===== config.mk =====
export PLATFORM = sky130hd
export DESIGN_NAME = sgw_chain_walker
export DESIGN_NICKNAME = d
export VERILOG_FILES = /design/src/rtl/sgw_pkg.sv /design/src/rtl/sgw_desc_ram.sv /design/src/rtl/sgw_desc_decode.sv /design/src/rtl/sgw_len_tally.sv /design/src/rtl/sgw_chain_walker.sv
export SDC_FILE = /design/constraint.sdc
export NUM_CORES = 1
export LEC_CHECK = 0
export BUFFER_PORTS_ARGS = -buffer_cell sky130_fd_sc_hd__buf_2
export CAP_MARGIN = 10
export CORE_MARGIN = 2
export CORE_UTILIZATION = 35
export DETAILED_ROUTE_END_ITERATION = 10
export PLACE_DENSITY = 0.52
export SYNTH_ARGS = -nofsm -noshare
export SYNTH_HDL_FRONTEND = slang
export SYNTH_HIERARCHICAL = 1
export SYNTH_SLANG_ARGS = --single-unit

===== constraint.sdc =====
create_clock -name clk -period 7.08 [get_ports clk]
set_input_delay 2.124 -clock clk [delete_from_list [all_inputs] [get_ports clk]]
set_output_delay 2.124 -clock clk [all_outputs]
set_load 0.005 [all_outputs]

===== src/rtl/sgw_pkg.sv =====
package sgw_pkg;
  // flag bit positions inside the descriptor flags byte
  localparam int FB_DRAIN = 1;
  localparam int FB_CMD   = 2;
  localparam int FB_DMA   = 4;
  localparam int FB_WR    = 5;
  localparam int FB_IO    = 6;
  localparam int FB_END   = 7;

  typedef struct packed {
    logic [7:0]  flags;
    logic [7:0]  spare;
    logic [15:0] len;
    logic [31:0] addr;
  } sgw_desc_t;

  typedef enum logic [2:0] {
    ST_IDLE, ST_READ, ST_EVAL, ST_ISSUE, ST_FIN
  } sgw_state_e;
endpackage


===== src/rtl/sgw_desc_ram.sv =====
module sgw_desc_ram #(
  parameter int IDX_W = 4
) (
  input  logic             clk,
  input  logic             we,
  input  logic [IDX_W-1:0] waddr,
  input  logic [63:0]      wdata,
  input  logic [IDX_W-1:0] raddr,
  output logic [63:0]      rdata
);
  localparam int DEPTH = 1 << IDX_W;

  logic [63:0] mem [DEPTH];

  always_ff @(posedge clk) begin
    if (we) mem[waddr] <= wdata;
    rdata <= mem[raddr];
  end
endmodule


===== src/rtl/sgw_desc_decode.sv =====
module sgw_desc_decode
  import sgw_pkg::*;
#(
  parameter int SEG_MAX  = 65024,
  parameter int WIN_BITS = 24
) (
  input  logic [63:0] word,
  output logic [31:0] addr,
  output logic [15:0] len,
  output logic        wr,
  output logic        dma,
  output logic        io,
  output logic        cmd,
  output logic        drain,
  output logic        last,
  output logic        bad
);
  localparam int SUM_W = WIN_BITS + 1;
  localparam logic [SUM_W-1:0] WIN_LIMIT = SUM_W'(1) << WIN_BITS;

  sgw_desc_t d;
  logic [SUM_W-1:0] span;
  logic zero_len, too_long, crosses;

  always_comb begin
    d        = sgw_desc_t'(word);
    addr     = d.addr;
    len      = d.len;
    wr       = d.flags[FB_WR];
    dma      = d.flags[FB_DMA];
    io       = d.flags[FB_IO];
    cmd      = d.flags[FB_CMD];
    drain    = d.flags[FB_DRAIN];
    last     = d.flags[FB_END];
    span     = {1'b0, d.addr[WIN_BITS-1:0]} + SUM_W'(d.len);
    zero_len = (d.len == 16'd0);
    too_long = (32'(d.len) > 32'(SEG_MAX));
    crosses  = (span > WIN_LIMIT);
    bad      = zero_len | too_long | crosses;
  end
endmodule


===== src/rtl/sgw_len_tally.sv =====
module sgw_len_tally #(
  parameter int LEN_W = 32
) (
  input  logic             clk,
  input  logic             rst,
  input  logic             clr,
  input  logic             add,
  input  logic [15:0]      seg_len,
  input  logic [LEN_W-1:0] expect_len,
  output logic             short_sum,
  output logic             long_sum
);
  localparam int TOT_W = LEN_W + 1;

  logic [TOT_W-1:0] total;

  always_ff @(posedge clk) begin
    if (rst || clr) total <= '0;
    else if (add)   total <= total + TOT_W'(seg_len);
  end

  assign short_sum = total < TOT_W'(expect_len);
  assign long_sum  = total > TOT_W'(expect_len);
endmodule


===== src/rtl/sgw_chain_walker.sv =====
module sgw_chain_walker
  import sgw_pkg::*;
#(
  parameter int IDX_W    = 4,
  parameter int LEN_W    = 32,
  parameter int SEG_MAX  = 65024,
  parameter int WIN_BITS = 24
) (
  input  logic             clk,
  input  logic             rst,
  input  logic             ld_en,
  input  logic [IDX_W-1:0] ld_idx,
  input  logic [63:0]      ld_word,
  input  logic             start,
  input  logic [IDX_W-1:0] start_idx,
  input  logic [LEN_W-1:0] exp_len,
  output logic             busy,
  output logic             req_valid,
  input  logic             req_ready,
  output logic [31:0]      req_addr,
  output logic [15:0]      req_len,
  output logic             req_write,
  output logic             req_dma,
  output logic             req_io,
  output logic             req_cmdpkt,
  output logic             done,
  output logic             underflow,
  output logic             overflow,
  output logic             bad_desc
);
  sgw_state_e       state;
  logic [IDX_W-1:0] ptr;
  logic [LEN_W-1:0] exp_q;
  logic             drain_seen, last_q;
  logic [63:0]      rd_word;

  logic [31:0] d_addr;
  logic [15:0] d_len;
  logic d_wr, d_dma, d_io, d_cmd, d_drain, d_last, d_bad;
  logic sum_short, sum_long;
  logic take_start, add_seg;

  assign take_start = (state == ST_IDLE) && start;
  assign add_seg    = (state == ST_EVAL) && !d_bad;
  assign busy       = (state != ST_IDLE);

  sgw_desc_ram #(.IDX_W(IDX_W)) u_ram (
    .clk   (clk),
    .we    (ld_en),
    .waddr (ld_idx),
    .wdata (ld_word),
    .raddr (ptr),
    .rdata (rd_word)
  );

  sgw_desc_decode #(.SEG_MAX(SEG_MAX), .WIN_BITS(WIN_BITS)) u_dec (
    .word  (rd_word),
    .addr  (d_addr),
    .len   (d_len),
    .wr    (d_wr),
    .dma   (d_dma),
    .io    (d_io),
    .cmd   (d_cmd),
    .drain (d_drain),
    .last  (d_last),
    .bad   (d_bad)
  );

  sgw_len_tally #(.LEN_W(LEN_W)) u_tally (
    .clk        (clk),
    .rst        (rst),
    .clr        (take_start),
    .add        (add_seg),
    .seg_len    (d_len),
    .expect_len (exp_q),
    .short_sum  (sum_short),
    .long_sum   (sum_long)
  );

  always_ff @(posedge clk) begin
    if (rst) begin
      state      <= ST_IDLE;
      ptr        <= '0;
      exp_q      <= '0;
      drain_seen <= 1'b0;
      last_q     <= 1'b0;
      req_valid  <= 1'b0;
      req_addr   <= '0;
      req_len    <= '0;
      req_write  <= 1'b0;
      req_dma    <= 1'b0;
      req_io     <= 1'b0;
      req_cmdpkt <= 1'b0;
      done       <= 1'b0;
      underflow  <= 1'b0;
      overflow   <= 1'b0;
      bad_desc   <= 1'b0;
    end else begin
      done <= 1'b0;
      case (state)
        ST_IDLE: begin
          if (start) begin
            ptr        <= start_idx;
            exp_q      <= exp_len;
            drain_seen <= 1'b0;
            underflow  <= 1'b0;
            overflow   <= 1'b0;
            bad_desc   <= 1'b0;
            state      <= ST_READ;
          end
        end
        ST_READ: state <= ST_EVAL;
        ST_EVAL: begin
          if (d_bad) begin
            bad_desc <= 1'b1;
            state    <= ST_FIN;
          end else begin
            req_valid  <= 1'b1;
            req_addr   <= d_addr;
            req_len    <= d_len;
            req_write  <= d_wr;
            req_dma    <= d_dma;
            req_io     <= d_io;
            req_cmdpkt <= d_cmd;
            drain_seen <= drain_seen | d_drain;
            last_q     <= d_last;
            state      <= ST_ISSUE;
          end
        end
        ST_ISSUE: begin
          if (req_ready) begin
            req_valid <= 1'b0;
            if (last_q) state <= ST_FIN;
            else begin
              ptr   <= ptr + 1'b1;
              state <= ST_READ;
            end
          end
        end
        ST_FIN: begin
          done <= 1'b1;
          if (!bad_desc) begin
            underflow <= sum_short;
            overflow  <= sum_long & ~drain_seen;
          end
          state <= ST_IDLE;
        end
        default: state <= ST_IDLE;
      endcase
    end
  end
endmodule


==> qor.yml <==
run_status:
  status: "finished clean"
clock_network:
  cts_setup_buffers: 0
  hold_buffers: 0
  clkTransAtPathRegs_ps: 60
  post_cts_resized: 0
  cts_tree: "built"
  clock_latency_ps: 710
  cts_made_buffers: 108
  htreeDepth: 3
  cts_buffer_depth: 3
  cts-root-buf: "clkbuf_16"
  cts.sinks: 1049
setup_path:
  cp.required_ps: 7670
  arrival_ps: 6240
  regToRegSetupSlack_ps: 1440
  critPathLaunch: "u_ram/rdata[32]"
  cp_slowest_cell: "or3_2"
  r2r_cells: 17
  critPathTopFamily: "simple AND/OR/NAND/NOR gates"
  end_kind: "flop"
  rr_endpoint: "u_tally/total[30]"
  cp.depth: 17
  setup.worst_path.end: "u_tally/total[30]"
  slowest_delay_ps: 540
  cp-start-kind: "flop"
  critPathBufInv: 1
  r2r_start: "u_ram/rdata[32]"
  crit_path_cell_trace: "ha_1, fa_1, a211oi_2, o21ai_0, a21oi_1, mux2i_1, o311ai_0, or4_1, nor4_2, a21oi_1, or3_2, inv_6, nand3_1, nor4_4, a221oi_4, or4_1, a21oi_1"
  crit_path_frequent_cell: "a21oi_1"
  crit_type: "reg2reg"
  crit_fanout: 44
run:
  cap_violations: 0
floorplanning:
  die_area_mm2: 0.123
  die_w_um: 350
  core.rowCount: 127
  io_pins: 167
  coreArea_mm2: 0.119
  dieHeight_um: 350
  initial_core_util_pct: 35.2
detailed_routing:
  ant_nets: 0
  via_per_inst: 5.30
  dr.pass1.iters: 8
  routed_wl_um: 107000
  drt_first_iter_violations: 1870
  num_vias: 22900
  drc_errors: 0
  wl_per_cell_um: 24.9
sta:
  period_minus_slack_ps: 5640
  setup_viol_count_final: 0
  clock.fmax_mhz: 177
  worst_slew_pin_slew_ps: 1110
  rsz0062_at_grt: "no"
  fin_tns_setup_ps: 0
  slew_violations: 0
  hold_violations: 0
  post-route-period-util_pct: 79.7
  slew_headroom_pct: 26.1
  clock_skew_ps: 48.1
global_routing:
  grt_overflow: 0
  grt_pass1_vias: 23300
  antenna_found_initial: 17
  grt_start_max_net_pins: 85
  grtUsageTotal_pct: 17.4
  grt_pass1_wl_um: 156000
finish:
  syn2layout_area_growth_pct: 13.9
  seq_area_mm2: 0.0297
  most-common-layout-cells: "864 x edfxtp_1, 281 x nand2_1, 216 x mux4_2"
  multi_input_area_mm2: 0.0112
  drive_above_1_share_pct: 23.3
  design_area_mm2: 0.0478
  final_nets: 2792
  final_common_cell: "edfxtp_1"
  fillers: 10900
synth:
  syn_area_mm2: 0.0420
  synthesis.instances: 2502
  synth_warnings: 6
  synth.net_count: 2678
  syn_area_per_cell_um2: 16.8
power_and_ir_drop:
  power.density_mw_per_mm2: 308
  cellLeakagePower_nw: 15.5
  ir_drop_uv: 235
hold_path:
  hold_class: "reg2reg"
placement:
  dp_hpwl_um: 63400
  numPortBuffers: 156
  place_congestion: 0.857
  placed_area_mm2: 0.0442
[registers in the layout, summed over array words and instances, names as in the netlist, 3 cells and up]
signal,count
state,3
u_ram/rdata,54
req_addr,32
u_tally/total,33
u_ram/mem,864
exp_q,32
ptr,4
req_len,16
[report_power, final]
part / internal, mW / switching, mW
registers: 6.91 / 0.273
clock network: 3.36 / 2.43
logic: 0.715 / 1.06
[per-stage QoR]
| stage | worst slack, ps | utilization, % | total power, mW | instances | hold WS [ps] |
|---|---|---|---|---|---|
| 3_5_place_dp | 1470 | 37.0 | 9.10 | 4118 | 434 |
| 6_report | 1440 | 40.0 | 14.7 | 4321 | 446 |
| 4_1_cts | 1410 | 40.0 | 14.9 | 4320 | 450 |
| 3_3_place_gp | 1430 | 37.0 | 9.07 | 4118 | 442 |
| 2_1_floorplan | 230 | - | 8.55 | 2502 | 436 |
| 5_1_grt | 948 | 40.0 | 15.3 | 4320 | 474 |
[worst reg2reg max path, stage by stage (launching register included)]
cell,delay [ps]
dfxtp_1,400
ha_1,250
fa_1,430
a211oi_2,330
o21ai_0,160
a21oi_1,330
mux2i_1,230
o311ai_0,150
or4_1,440
nor4_2,300
a21oi_1,200
or3_2,550
inv_6,310
nand3_1,290
nor4_4,350
a221oi_4,140
or4_1,520
a21oi_1,140
[area by class of cell]
class / count / share of cell area (%)
multi-input combinational: 1216 / 23.4
clock buffer: 146 / 6.34
tap: 1612 / 4.22
sequential: 1049 / 62.0
clock inverter: 56 / 1.32
antenna: 1 / 0.00523
inverter: 46 / 0.371
timing repair buffer: 195 / 2.41
[layer usage]
metal / vias up / routed length (um) / share of wire (%) / global-route usage, %
met5: - / 55 / 0.051 / 0
li1: 10100 / - / - / -
met2: 693 / 52400 / 49 / 29.0
met1: 12000 / 46800 / 44 / 23.8
met3: 174 / 6070 / 5.7 / 3.04
met4: 8 / 2180 / 2.0 / 4.00
[worst min-delay path by stage]
stage / from / to / slack, ps / cells past startpoint
finish: u_ram/rdata[31] / req_addr[31] / 450 / 2
floorplan: exp_q[10] / exp_q[10] / 440 / 2
detailed placement: u_ram/rdata[31] / req_addr[31] / 430 / 2
global placement: req_write / req_write / 440 / 2
CTS: u_ram/rdata[31] / req_addr[31] / 450 / 2
global route: u_ram/rdata[60] / req_dma / 470 / 2
Power figures use the tool's default switching activity.
